File: src/rtl/tap_share_pkg.sv
package tap_share_pkg;
  localparam int IR_W_DEF  = 5;
  localparam int N_AUX_DEF = 3;

  localparam logic [IR_W_DEF-1:0] OP_DBG_DEF   = 5'h11;
  localparam logic [IR_W_DEF-1:0] OP_CORE_A_DEF = 5'h12;
  localparam logic [IR_W_DEF-1:0] OP_CORE_B_DEF = 5'h13;
  localparam logic [IR_W_DEF-1:0] OP_CHAIN_DEF = 5'h14;

  typedef enum logic [1:0] {
    OWN_IDLE   = 2'd0,
    OWN_SINGLE = 2'd1,
    OWN_CHAIN  = 2'd2
  } own_mode_e;
endpackage

File: src/rtl/tap_share_decode.sv
module tap_share_decode #(
  parameter int IR_W    = 5,
  parameter int N_AUX   = 3,
  parameter logic [N_AUX*IR_W-1:0] OP_SINGLE = '0,
  parameter logic [IR_W-1:0] OP_CHAIN = '0,
  parameter int CHAIN_A = 1,
  parameter int CHAIN_B = 2
) (
  input  logic [IR_W-1:0]  ir_i,
  output logic [N_AUX-1:0] sel_o,
  output tap_share_pkg::own_mode_e mode_o
);
  logic [N_AUX-1:0] hit_single;
  logic             hit_chain;

  for (genvar k = 0; k < N_AUX; k++) begin : g_hit
    assign hit_single[k] = (ir_i == OP_SINGLE[k*IR_W +: IR_W]);
  end

  assign hit_chain = (ir_i == OP_CHAIN);

  always_comb begin
    sel_o  = '0;
    mode_o = tap_share_pkg::OWN_IDLE;
    if (hit_chain) begin
      sel_o[CHAIN_A] = 1'b1;
      sel_o[CHAIN_B] = 1'b1;
      mode_o = tap_share_pkg::OWN_CHAIN;
    end else if (|hit_single) begin
      sel_o  = hit_single;
      mode_o = tap_share_pkg::OWN_SINGLE;
    end
  end
endmodule

File: src/rtl/tap_share_owner.sv
module tap_share_owner #(
  parameter int N_AUX = 3
) (
  input  logic                     tck_i,
  input  logic                     rst_ni,
  input  logic                     update_ir_i,
  input  logic [N_AUX-1:0]         dec_sel_i,
  input  tap_share_pkg::own_mode_e dec_mode_i,
  output logic [N_AUX-1:0]         sel_o,
  output tap_share_pkg::own_mode_e mode_o
);
  logic take;

  // sticky: only reset releases ownership
  assign take = update_ir_i && (mode_o == tap_share_pkg::OWN_IDLE) &&
                (dec_mode_i != tap_share_pkg::OWN_IDLE);

  always_ff @(negedge tck_i or negedge rst_ni) begin
    if (!rst_ni) begin
      sel_o  <= '0;
      mode_o <= tap_share_pkg::OWN_IDLE;
    end else if (take) begin
      sel_o  <= dec_sel_i;
      mode_o <= dec_mode_i;
    end
  end
endmodule

File: src/rtl/tap_share_route.sv
module tap_share_route #(
  parameter int N_AUX   = 3,
  parameter int CHAIN_A = 1,
  parameter int CHAIN_B = 2
) (
  input  logic                     tms_i,
  input  logic                     tdi_i,
  input  logic                     main_tdo_i,
  input  logic [N_AUX-1:0]         sel_i,
  input  tap_share_pkg::own_mode_e mode_i,
  input  logic [N_AUX-1:0]         aux_tdo_i,
  output logic [N_AUX-1:0]         aux_tms_o,
  output logic [N_AUX-1:0]         aux_tdi_o,
  output logic                     tdo_o,
  output logic                     hold_o
);
  logic chain;
  assign chain = (mode_i == tap_share_pkg::OWN_CHAIN);

  for (genvar k = 0; k < N_AUX; k++) begin : g_lane
    if (k == CHAIN_B) begin : g_tail
      assign aux_tdi_o[k] = !sel_i[k] ? 1'b1 :
                            chain     ? aux_tdo_i[CHAIN_A] : tdi_i;
    end else begin : g_plain
      assign aux_tdi_o[k] = sel_i[k] ? tdi_i : 1'b1;
    end
    // parked ports see TMS high and stay in reset
    assign aux_tms_o[k] = sel_i[k] ? tms_i : 1'b1;
  end

  always_comb begin
    unique case (mode_i)
      tap_share_pkg::OWN_CHAIN:  tdo_o = aux_tdo_i[CHAIN_B];
      tap_share_pkg::OWN_SINGLE: tdo_o = |(aux_tdo_i & sel_i);
      default:                   tdo_o = main_tdo_i;
    endcase
  end

  assign hold_o = (mode_i != tap_share_pkg::OWN_IDLE);
endmodule

File: src/rtl/tap_share_sel.sv
module tap_share_sel #(
  parameter int IR_W    = tap_share_pkg::IR_W_DEF,
  parameter int N_AUX   = tap_share_pkg::N_AUX_DEF,
  parameter logic [IR_W-1:0] OP_DBG    = tap_share_pkg::OP_DBG_DEF,
  parameter logic [IR_W-1:0] OP_CORE_A = tap_share_pkg::OP_CORE_A_DEF,
  parameter logic [IR_W-1:0] OP_CORE_B = tap_share_pkg::OP_CORE_B_DEF,
  parameter logic [IR_W-1:0] OP_CHAIN  = tap_share_pkg::OP_CHAIN_DEF,
  parameter int CHAIN_A = 1,
  parameter int CHAIN_B = 2
) (
  input  logic             tck_i,
  input  logic             rst_ni,
  input  logic             tms_i,
  input  logic             tdi_i,
  output logic             tdo_o,
  input  logic [IR_W-1:0]  ir_i,
  input  logic             update_ir_i,
  input  logic             main_tdo_i,
  output logic             main_hold_o,
  output logic [N_AUX-1:0] aux_tms_o,
  output logic [N_AUX-1:0] aux_tdi_o,
  input  logic [N_AUX-1:0] aux_tdo_i
);
  localparam logic [N_AUX*IR_W-1:0] OP_SINGLE = {OP_CORE_B, OP_CORE_A, OP_DBG};

  logic [N_AUX-1:0]         dec_sel, own_sel;
  tap_share_pkg::own_mode_e dec_mode, own_mode;

  tap_share_decode #(
    .IR_W(IR_W), .N_AUX(N_AUX), .OP_SINGLE(OP_SINGLE), .OP_CHAIN(OP_CHAIN),
    .CHAIN_A(CHAIN_A), .CHAIN_B(CHAIN_B)
  ) u_decode (
    .ir_i  (ir_i),
    .sel_o (dec_sel),
    .mode_o(dec_mode)
  );

  tap_share_owner #(.N_AUX(N_AUX)) u_owner (
    .tck_i      (tck_i),
    .rst_ni     (rst_ni),
    .update_ir_i(update_ir_i),
    .dec_sel_i  (dec_sel),
    .dec_mode_i (dec_mode),
    .sel_o      (own_sel),
    .mode_o     (own_mode)
  );

  tap_share_route #(.N_AUX(N_AUX), .CHAIN_A(CHAIN_A), .CHAIN_B(CHAIN_B)) u_route (
    .tms_i     (tms_i),
    .tdi_i     (tdi_i),
    .main_tdo_i(main_tdo_i),
    .sel_i     (own_sel),
    .mode_i    (own_mode),
    .aux_tdo_i (aux_tdo_i),
    .aux_tms_o (aux_tms_o),
    .aux_tdi_o (aux_tdi_o),
    .tdo_o     (tdo_o),
    .hold_o    (main_hold_o)
  );
endmodule

File: config.mk
export PLATFORM = sky130hd
export DESIGN_NAME = tap_share_sel
export DESIGN_NICKNAME = d
export VERILOG_FILES = /design/src/rtl/tap_share_pkg.sv /design/src/rtl/tap_share_decode.sv /design/src/rtl/tap_share_owner.sv /design/src/rtl/tap_share_route.sv /design/src/rtl/tap_share_sel.sv
export SDC_FILE = /design/constraint.sdc
export NUM_CORES = 1
export LEC_CHECK = 0
export ABC_AREA = 1
export BUFFER_PORTS_ARGS = -buffer_cell sky130_fd_sc_hd__buf_2
export CAP_MARGIN = 20
export CORE_AREA = 3 3 40 42
export DETAILED_ROUTE_END_ITERATION = 8
export DIE_AREA = 0 0 43 45
export PLACE_DENSITY = 0.61
export SETUP_SLACK_MARGIN = 0.5
export SKIP_LAST_GASP = 1
export SYNTH_ARGS = -nofsm -noshare
export SYNTH_HDL_FRONTEND = slang
export SYNTH_SLANG_ARGS = --single-unit
File: constraint.sdc
create_clock -name tck_i -period 1.8 [get_ports tck_i]
set_clock_uncertainty 0.1 [all_clocks]
set_input_delay 0.09 -clock tck_i [delete_from_list [all_inputs] [get_ports tck_i]]
set_output_delay 0.09 -clock tck_i [all_outputs]
set_load 0.01 [all_outputs]
**Yosys cells after proc, flatten, opt, wreduce, memory -nomap -nowiden**

Cells that the tools add are included.

- Shift-type cells: 0
- Mux-type cells: 13
- Divide/modulo/power cells: 0
- Bitwise operators: 1
- Magnitude comparators: 0
- Add/subtract/negate cells: 0
- Eq/ne operators: 6
- Multipliers: 0
- Reduce and logical (&&, ||, !) cells: 7

Operator list:

| operator | number |
|---|---|
| 5-bit equality test (second input constant) | 4 |
| 1-bit 2-to-1 mux | 9 |
| 3-bit OR reduction | 2 |
| 2-bit 2-to-1 mux | 2 |
| 2-bit nonzero test | 2 |
| 3-bit bitwise AND | 1 |
| 3-bit 2-to-1 mux | 1 |
| 2-bit by 1-bit equality test with 1-bit output (second input constant) | 1 |
| 2-bit equality test (second input constant) | 1 |
| 1-bit logical AND | 2 |
| 2-bit logical NOT | 1 |
| 1-bit case mux with 2 select lines | 1 |

- ROM bits: 0
- Memories kept: 0
- Input port bits: 14
- Bits in registers: 5
- Output and inout port bits: 8
- Latch bits: 0
- Memory bits (writable): 0

**Longest topological paths before layout**

- Depth in word-level cells: 6
- Depth in mapped cells: 8
- Depth with buffers taken out: 8

**Modules after synthesis**

Synthesis repeated with hierarchy kept, for this count alone.

- Cells, all modules: 64
- Area, all modules: 420.4 µm²

By module, submodules not included:

| module | area an instance (µm²) | instances | cells each |
|---|---|---|---|
| tap_share_owner | 220.2 | 1 | 23 |
| tap_share_route | 122.6 | 1 | 23 |
| tap_share_decode | 77.6 | 1 | 18 |

==> flow_summary.ini <==
[outcome]
status = finished with violations
failed_checks = negative setup slack

[yosys]
ys_types = 16
synth_area_leaders = dfrtn_1 (30%), nand2_1 (18%), ha_1 (8.9%)
synth_nets = 79
syn_area_um2 = 423
synth_edf_count = 0
ys.warnings.count = 0
seq_area_frac_synth_pct = 29.6
synth_top_area_share_pct = 29.6
async_flop_share_pct = 100
synth.top_cells.by_count = nand2_1 (20), inv_1 (10), dfrtn_1 (5)
postSynthCellCount = 62
synth_area_leader_cell = dfrtn_1
syn_avg_cell_area_um2 = 6.82
synth_flop_cell = dfrtn_1
yosysMostFrequentCell = nand2_1
synth_seq_cells = 5

[global_routing]
grt_usage_pct = 14.3
grt_max_degree = 6
grt_pass1_wl_um = 1990
grt_pass1_vias = 521
antenna_found_initial = 0
overflow = 0

[power_and_ir_drop]
irDropWorstVdd_v = 0.000211
powerDensity_mw_per_mm2 = 352
p_comb_share_pct = 19.2
p_seq_share_pct = 37.7
switching_share_pct = 25.4
leakage_nw = 0.410
p_int_uw = 224
pwr-share-clk_pct = 43.1
p_switching_uw = 76.6

[routing]
drc_errors = 0
first_pass_iters = 4
postRouteAntennaNets = 0
drt-initial-drc-count = 12
vias = 538
viasPerCell = 4.68
totalWireLength_um = 1260
routedWlPerCell_um = 10.9

[cells_and_area]
area_growth_pct = 102
fillers = 115
seqCellArea_um2 = 125
nets = 118
stdcell_count = 115
multi_input_area_um2 = 360
layout-drive-gt1-share_pct = 67.0
finalInstanceArea_um2 = 855
diodes = 0

[placed_design]
place_ws_ns = -0.336
gp_congestion = 0.751
port_buffers = 21
dpl_cell_area_um2 = 676
dpl.hpwl_um = 914
place_inst = 108

[floorplanning]
die-height_um = 45
start_util_pct = 32.9
io_pins = 22
design.die.area_mm2 = 0.00194
core_area_mm2 = 0.00128
rows = 13
die_w_um = 43

[clock_tree]
clock_tree.buffer_depth = 2
clk_pin_slew_ns = 0.04
cts_made_buffers = 3
cts_tree = built
htreeDepth = 1
clk_latency_ns = 0.25
clock_sinks = 5
hold_buffers = 0
clock-root-buffer = clkbuf_4

[critical_path]
reg2reg_to = u_owner.sel_o[0]$_DFFE_NN0P_
critical_path_arrival_ns = 2.20
cp-end-kind = output port
cp.required_ns = 1.61
startpoint_type = flip-flop
critPathMaxFanout = 3
rrSetupSlack_ns = 0.36
critical_path_class = reg -> out
r2r.worst_path.cells = 9
r2r_start = u_owner.mode_o[0]$_DFFE_NN0P_

[job]
max-cap-violations = 0

[sta]
max_slew_margin_pct = 87.8
slew_viol_final = 0
setup_viol = 8
worst_slack_ns = -0.586
rsz0062_at_grt = true
tns_ns = -2.68
hold_viol_final = 0
fin_hold_ws_ns = 0.326
tightest_slew_ns = 0.183

[hold_path]
hold_path_class = in -> async
[routing by layer]
layer  vias to the layer above  share of wire [%]  GRT usage (%)
met2                        20                 56           23.1
li1                        269                  -              -
met4                         0                4.3           13.3
met5                         -                  0              0
met3                         8                4.3           3.59
met1                       241                 35           15.3
[through the flow]
step | utilization (%) | total power [mW]
floorplan | - | 0.132
global placement | 52.6 | 0.157
detailed placement | 52.6 | 0.158
CTS | 62.4 | 0.298
global route | 66.5 | 0.321
finish | 66.5 | 0.301
[registers in the layout, indices dropped and copies added (netlist names)]
name and cells:
u_owner.sel_o 3, u_owner.mode_o 2
[worst max-delay path by stage]
stage,start,endpoint
finish,u_owner.mode_o[0]$_DFFE_NN0P_,tdo_o
global route,u_owner.mode_o[0]$_DFFE_NN0P_,tdo_o
CTS,u_owner.mode_o[0]$_DFFE_NN0P_,tdo_o
detailed placement,u_owner.mode_o[0]$_DFFE_NN0P_,tdo_o
global placement,u_owner.mode_o[0]$_DFFE_NN0P_,tdo_o
floorplan,u_owner.mode_o[0]$_DFFE_NN0P_,tdo_o
[power groups by stage]
stage	Sequential [mW]	Combinational [mW]	Clock, mW
2_1_floorplan	0.115	0.0172	0
3_3_place_gp	0.115	0.0417	0
3_5_place_dp	0.115	0.0427	0
4_1_cts	0.113	0.0499	0.134
5_1_grt	0.113	0.0627	0.145
6_report	0.113	0.0578	0.130
[area by class of cell]
type / instances / share of cell area (%)
multi-input combinational: 45 / 42.2
clock buffer: 4 / 3.07
sequential: 5 / 14.6
inverter: 12 / 6.15
timing repair buffer: 34 / 31.8
tap: 15 / 2.20
[cells in the final DEF, fill, tap and decap left out, drive strengths merged]
master  netlist  final
a21o          1      1
a31oi         1      1
buf           0     34
clkbuf        0      4
dfrtn         5      5
ha            3      3
inv          12     12
nand2        22     22
nand3         7      7
nand4         2      2
nor2          7      7
o211ai        1      1
o21ai         1      1
[worst max-delay path, cell delays in order (launching register included)]
cell     delay, ns
dfrtn_1       0.41
inv_2         0.06
ha_4          0.27
nor2_2        0.03
a31oi_2       0.12
buf_2         0.14
[kinds of logic after synthesis]
logic type / after synthesis / share of synthesized area (%)
AND/OR/NAND/NOR: 38 / 44.7
flip-flops: 5 / 29.6
adder cells (fa/ha/maj): 3 / 8.88
AO/OA/AOI/OAI: 4 / 6.21
buffers and inverters: 12 / 10.7
[what timing repair did]
action / in CTS / in global routing
buffers inserted: 3 / 0
gates resized for setup: 16 / 12
pin swaps: 7 / 9
setup endpoints to repair: 13 / 13
Note: power is estimated with default switching activity, not from simulation.
